File: config.mk
export PLATFORM = sky130hd
export DESIGN_NAME = op2_shifter
export DESIGN_NICKNAME = d
export VERILOG_FILES = /design/src/rtl/op2_pkg.sv /design/src/rtl/op2_decode.sv /design/src/rtl/op2_imm_rot.sv /design/src/rtl/op2_shift_core.sv /design/src/rtl/op2_shifter.sv
export SDC_FILE = /design/constraint.sdc
export NUM_CORES = 1
export LEC_CHECK = 0
export ABC_CLOCK_PERIOD_IN_PS = 4200
export BUFFER_PORTS_ARGS = -buffer_cell sky130_fd_sc_hd__buf_2
export CAP_MARGIN = 40
export CORE_ASPECT_RATIO = 0.75
export CORE_MARGIN = 3
export CORE_UTILIZATION = 25
export DETAILED_ROUTE_END_ITERATION = 8
export PLACE_DENSITY = 0.53
export SKIP_LAST_GASP = 1
export SLEW_MARGIN = 40
export SYNTH_ARGS = -nofsm -noshare
export SYNTH_HDL_FRONTEND = slang
export SYNTH_SLANG_ARGS = --single-unit
File: constraint.sdc
create_clock -name vclk -period 4.2
set_clock_uncertainty 0.2 [all_clocks]
set_input_delay 0.84 -clock vclk [all_inputs]
set_output_delay 0.84 -clock vclk [all_outputs]
set_load 0.05 [all_outputs]
File: src/rtl/op2_pkg.sv
`timescale 1ns/1ps
package op2_pkg;
    localparam int OPW      = 32;
    localparam int FLD_W    = 12;
    localparam int IMM_W    = 8;
    localparam int ROT_W    = FLD_W - IMM_W;
    localparam int SHF_W    = 5;
    localparam int RAMT_W   = 8;
    localparam int IDX_W    = $clog2(OPW);
    localparam int AMT_LSB  = FLD_W - SHF_W;
    localparam int TYP_LSB  = AMT_LSB - 2;
    localparam int RSEL_BIT = TYP_LSB - 1;

    typedef enum logic [1:0] {
        TY_LSL = 2'b00,
        TY_LSR = 2'b01,
        TY_ASR = 2'b10,
        TY_ROR = 2'b11
    } shift_type_e;

    typedef enum logic [2:0] {
        K_PASS,
        K_LSL,
        K_LSR,
        K_ASR,
        K_ROR,
        K_RRX
    } shift_kind_e;

    typedef struct packed {
        shift_kind_e         kind;
        logic [RAMT_W-1:0]   amt;
    } shift_req_t;

    typedef struct packed {
        logic [OPW-1:0] value;
        logic           carry;
    } shift_res_t;

    function automatic shift_kind_e kind_of(input shift_type_e t);
        case (t)
            TY_LSL:  return K_LSL;
            TY_LSR:  return K_LSR;
            TY_ASR:  return K_ASR;
            default: return K_ROR;
        endcase
    endfunction
endpackage

File: src/rtl/op2_decode.sv
`timescale 1ns/1ps
module op2_decode
    import op2_pkg::*;
(
    input  logic [FLD_W-1:0] field_i,
    input  logic [OPW-1:0]   rs_i,
    output shift_req_t       req_o
);
    logic [SHF_W-1:0]  famt;
    shift_type_e       ty;
    logic              rsel;
    logic [RAMT_W-1:0] ramt;
    logic              unused_dec;

    assign famt       = field_i[FLD_W-1:AMT_LSB];
    assign ty         = shift_type_e'(field_i[AMT_LSB-1:TYP_LSB]);
    assign rsel       = field_i[RSEL_BIT];
    assign ramt       = rs_i[RAMT_W-1:0];
    assign unused_dec = ^{field_i[RSEL_BIT-1:0], rs_i[OPW-1:RAMT_W]};

    // Field amount zero carries special meanings; register amount zero never does.
    always_comb begin
        req_o.kind = kind_of(ty);
        req_o.amt  = RAMT_W'(famt);
        if (rsel) begin
            req_o.amt = ramt;
            if (ramt == '0) req_o.kind = K_PASS;
        end else if (famt == '0) begin
            case (ty)
                TY_LSL: req_o.kind = K_PASS;
                TY_LSR: req_o.amt  = RAMT_W'(OPW);
                TY_ASR: req_o.amt  = RAMT_W'(OPW);
                default: begin
                    req_o.kind = K_RRX;
                    req_o.amt  = RAMT_W'(1);
                end
            endcase
        end
    end

    // a register-held amount is never replaced by the field amount
    always_comb begin
        if (rsel) p_rs_amount_r3: assert (req_o.amt == ramt)
            else $error("p_rs_amount_r3");
    end
endmodule

File: src/rtl/op2_imm_rot.sv
`timescale 1ns/1ps
module op2_imm_rot
    import op2_pkg::*;
(
    input  logic [IMM_W-1:0] imm_i,
    input  logic [ROT_W-1:0] rot_i,
    input  logic             cin_i,
    output shift_res_t       res_o
);
    logic [OPW-1:0]   ext;
    logic [OPW-1:0]   rotd;
    logic [IDX_W-1:0] step;

    assign ext  = OPW'(imm_i);
    assign step = IDX_W'({rot_i, 1'b0});

    // One source mux per output bit; the index wraps in IDX_W bits.
    for (genvar i = 0; i < OPW; i++) begin : g_bit
        logic [IDX_W-1:0] src;
        assign src     = IDX_W'(i) + step;
        assign rotd[i] = ext[src];
    end

    assign res_o.value = rotd;
    assign res_o.carry = (rot_i == '0) ? cin_i : rotd[OPW-1];

    // rotation neither creates nor loses set bits
    always_comb begin
        p_imm_ones_r1: assert ($countones(res_o.value) == $countones(imm_i))
            else $error("p_imm_ones_r1");
    end
endmodule

File: src/rtl/op2_shift_core.sv
`timescale 1ns/1ps
module op2_shift_core
    import op2_pkg::*;
(
    input  shift_req_t     req_i,
    input  logic [OPW-1:0] val_i,
    input  logic           cin_i,
    output shift_res_t     res_o
);
    logic [OPW:0]          ext_l;
    logic [OPW:0]          ext_r;
    logic signed [OPW:0]   ext_a;
    logic [2*OPW-1:0]      dbl;

    // One extra bit beside the word catches the last bit shifted out.
    always_comb begin
        ext_l = {1'b0, val_i} << req_i.amt;
        ext_r = {val_i, 1'b0} >> req_i.amt;
        ext_a = $signed({val_i, 1'b0}) >>> req_i.amt;
        dbl   = {val_i, val_i} >> req_i.amt[IDX_W-1:0];
        case (req_i.kind)
            K_LSL: begin
                res_o.value = ext_l[OPW-1:0];
                res_o.carry = ext_l[OPW];
            end
            K_LSR: begin
                res_o.value = ext_r[OPW:1];
                res_o.carry = ext_r[0];
            end
            K_ASR: begin
                res_o.value = ext_a[OPW:1];
                res_o.carry = ext_a[0];
            end
            K_ROR: begin
                res_o.value = dbl[OPW-1:0];
                res_o.carry = dbl[OPW-1];
            end
            K_RRX: begin
                res_o.value = {cin_i, val_i[OPW-1:1]};
                res_o.carry = val_i[0];
            end
            default: begin
                res_o.value = val_i;
                res_o.carry = cin_i;
            end
        endcase
    end

    // left shift past the word leaves nothing
    always_comb begin
        if (req_i.kind == K_LSL && req_i.amt > RAMT_W'(OPW))
            p_lsl_far_r10: assert (res_o.value == '0 && !res_o.carry)
                else $error("p_lsl_far_r10");
    end

    // arithmetic shift of 32 or more saturates to the sign
    always_comb begin
        if (req_i.kind == K_ASR && req_i.amt >= RAMT_W'(OPW))
            p_asr_sat_r10: assert (res_o.value == {OPW{val_i[OPW-1]}} && res_o.carry == val_i[OPW-1])
                else $error("p_asr_sat_r10");
    end

    // rotation keeps the number of set bits
    always_comb begin
        if (req_i.kind == K_ROR)
            p_ror_ones_r8: assert ($countones(res_o.value) == $countones(val_i))
                else $error("p_ror_ones_r8");
    end

    // rotate through carry keeps set bits across value plus flag
    always_comb begin
        if (req_i.kind == K_RRX)
            p_rrx_ones_r7: assert ($countones({res_o.value, res_o.carry}) == $countones({val_i, cin_i}))
                else $error("p_rrx_ones_r7");
    end
endmodule

File: src/rtl/op2_shifter.sv
`timescale 1ns/1ps
module op2_shifter
    import op2_pkg::*;
(
    input  logic [FLD_W-1:0] op2_field,
    input  logic             imm_sel,
    input  logic [OPW-1:0]   rm_val,
    input  logic [OPW-1:0]   rs_val,
    input  logic             carry_in,
    output logic [OPW-1:0]   operand_out,
    output logic             carry_out
);
    shift_req_t req;
    shift_res_t imm_res;
    shift_res_t reg_res;
    shift_res_t sel_res;

    op2_decode u_decode (
        .field_i (op2_field),
        .rs_i    (rs_val),
        .req_o   (req)
    );

    op2_imm_rot u_imm (
        .imm_i (op2_field[IMM_W-1:0]),
        .rot_i (op2_field[FLD_W-1:IMM_W]),
        .cin_i (carry_in),
        .res_o (imm_res)
    );

    op2_shift_core u_core (
        .req_i (req),
        .val_i (rm_val),
        .cin_i (carry_in),
        .res_o (reg_res)
    );

    assign sel_res     = imm_sel ? imm_res : reg_res;
    assign operand_out = sel_res.value;
    assign carry_out   = sel_res.carry;

    // unrotated immediate keeps the flag, rotated one reports bit 31
    always_comb begin
        if (imm_sel && op2_field[FLD_W-1:IMM_W] == '0)
            p_imm_keep_r2: assert (carry_out == carry_in && operand_out == OPW'(op2_field[IMM_W-1:0]))
                else $error("p_imm_keep_r2");
        if (imm_sel && op2_field[FLD_W-1:IMM_W] != '0)
            p_imm_msb_r2: assert (carry_out == operand_out[OPW-1])
                else $error("p_imm_msb_r2");
    end

    // register amount zero is transparent
    always_comb begin
        if (!imm_sel && op2_field[RSEL_BIT] && rs_val[RAMT_W-1:0] == '0)
            p_zero_amt_r9: assert (operand_out == rm_val && carry_out == carry_in)
                else $error("p_zero_amt_r9");
    end
endmodule

==> qor.csv <==
metric;value;unit
Psw;1814;uW
status;complete, but fails checks;
Vias;13325;
DRT Wirelength;65550;um
vias in the first global route;12485;
cell count after synthesis;1228;
crit share post-route;117.3;%
Final Setup Violations;33;
Core Box Area;29660;um2
Worst path most repeated cell;buf_12;
RSZ-0062 raised after global routing;true;
Avg Cell Area, Syn;6.255;um2
Tmin final;4.927;ns
initial antenna violation count;0;
Hold Fails Final Rpt;0;
first-pass GRT wire length;91020;um
Synth area leader;mux2i_1;
DRT Pass-1 Iters;5;
Final Worst Setup Slack;-0.7267;ns
Combinational Power Share;100.0;%
cell area power density;216.0;nW/um2
number of sequential cells;0;
largest net degree at the start of global routing;42;
Worst Path Buf+Inv;8;
hold_buf cts;0;
wire per inst;30.54;um
GRT Total Usage;37.78;%
Peak Freq;0.2030;GHz
max_cap viols;0;
Worst EP arrival;3.89;ns
Crit Path Max Fanout;12;
Worst path slowest cell;o31a_1;
area post-placement;13020;um2
Area contributors post-synth;mux2i_1 (15%), nand2_1 (8.4%), nor2_1 (6.7%);
WS Path Type;input port to output port;
# clk buffers;0;
CP delay by family, top;compound AO/OA/AOI/OAI gates;
part of the power in registers;0;%
critical path capture point type;output port;
share of cells above drive strength 1;54.50;%
setup TNS;-19.99;ns
sw frac;56.54;%
Max VDD drop;0.1017;mV
Register Area;0;um2
Port Buffers;87;
Ports;111;
Antenna diodes;0;
instance count on the critical path;18;
Die X;208.4;um
# rows;54;
P_leak;0.006239;uW
sequential element share of the synthesized area;0;%
failing checks;negative setup slack;
area grow syn2layout;93.37;%
synth cell count leaders;nand2_1 (172), nor2_1 (137), mux2i_1 (115), a21oi_1 (96), o21ai_0 (81);
Post-DRT Antenna Nets;0;
Mapped Area;7681;um2
fin. max-slew vios;0;
class of the worst hold path;input port to output port;
Hold Crit Depth;3;
Yosys cell types;93;
Total Power;3208;uW
# DRC;0;
Initial Util;25.90;%
startpoint types;input port;
Worst-Margin Slew;0.7408;ns
synth warn;0;
Rel. slew slack;50.09;%
most instantiated library cell after synthesis;nand2_1;
detailed placement HPWL;53580;um
CP max stage delay;0.42;ns
clock share of power;0;%
Syn Nets;1318;
die height;157.8;um
initial drt markers;1631;
GRT overflow;0;
Final nets;1846;
crit-path cells;buf_12 -> clkinv_8 -> ha_4 -> nor4b_4 -> buf_12 -> buf_12 -> a31oi_4 -> buf_12 -> buf_4 -> mux2i_2 -> o22ai_2 -> nand3_1 -> a31oi_1 -> o31a_1 -> a2111oi_4 -> buf_4 -> o32ai_4 -> buf_6;
CP Data Required Time;3.16;ns
top cell type's share of synthesized area;14.99;%
vias per cell;6.209;
design area;14850;um2
internal power;1394;uW
die area;32890;um2
GP Congestion;1.056;
## per-stage QoR
stage               hold slack (ns)  setup slack [ns]  std cells  util [%]
finish                        2.053           -0.7267       2146     50.08
detailed placement            2.076           -0.9100       2105     43.90
floorplan                     1.804           -0.4772       1228         -
global route                  2.072           -0.8128       2146     50.08
CTS                           2.032           -0.7126       2125     47.14
global placement              2.058           -0.8618       2105     43.87
## per-layer routing
| layer | GRT usage (%) | wire (um) |
|---|---|---|
| met1 | 53.86 | 28260 |
| met5 | 0 | 0 |
| met2 | 55.82 | 26450 |
| met3 | 8.003 | 7488 |
| met4 | 13.99 | 3356 |
## area by class of cell
| class | count | area, um2 |
|---|---|---|
| timing repair buffer | 654 | 5469 |
| multi-input combinational | 1087 | 8825 |
| tap | 392 | 490.5 |
| inverter | 13 | 68.82 |
| fill | 2978 | 14810 |
## worst min-delay path: stages
cell,delay (ns)
buf_2,0.23
o311ai_2,0.17
buf_6,0.17
## path summary, 6_finish.rpt
check / to / from
hold / removal: operand_out[27] / imm_sel
setup / recovery: operand_out[24] / op2_field[9]
## power groups by stage
stage	Sequential (uW)	Combinational (uW)	Clock [uW]
final	0	3210	0
after global routing	0	3310	0
after CTS	0	2940	0
after detailed placement	0	2700	0
after global placement	0	2700	0
after floorplan	0	1370	0
## kinds of logic (layout without fill, tap and decap cells)
group,Yosys count,in the layout,synth area share (%)
and+or+nand+nor,466,466,27.51
AOI/OAI and AO/OA,457,459,40.61
buffers and inverters,143,667,9.171
muxes,142,142,19.84
adders and majority gates,12,12,1.955
xor gates and xnor gates,8,8,0.9122
## layout by cell type (no fill, tap or decap), types with 37 or more instances in the layout
cell type / count
nor2_1: 124
buf_2: 52
mux2i_1: 61
nand3_1: 42
a21oi_1: 70
o21ai_0: 51
mux2i_2: 37
buf_6: 47
nand2_1: 168
buf_4: 510
## what timing repair did
item                                    in CTS  in global routing
pin swaps                                   41                 51
endpoints found under the setup margin      33                 33
gates cloned                                 3                  1
resized for setup                          186                146
setup buffers                               19                 23
(Power assumes the default switching activity.)
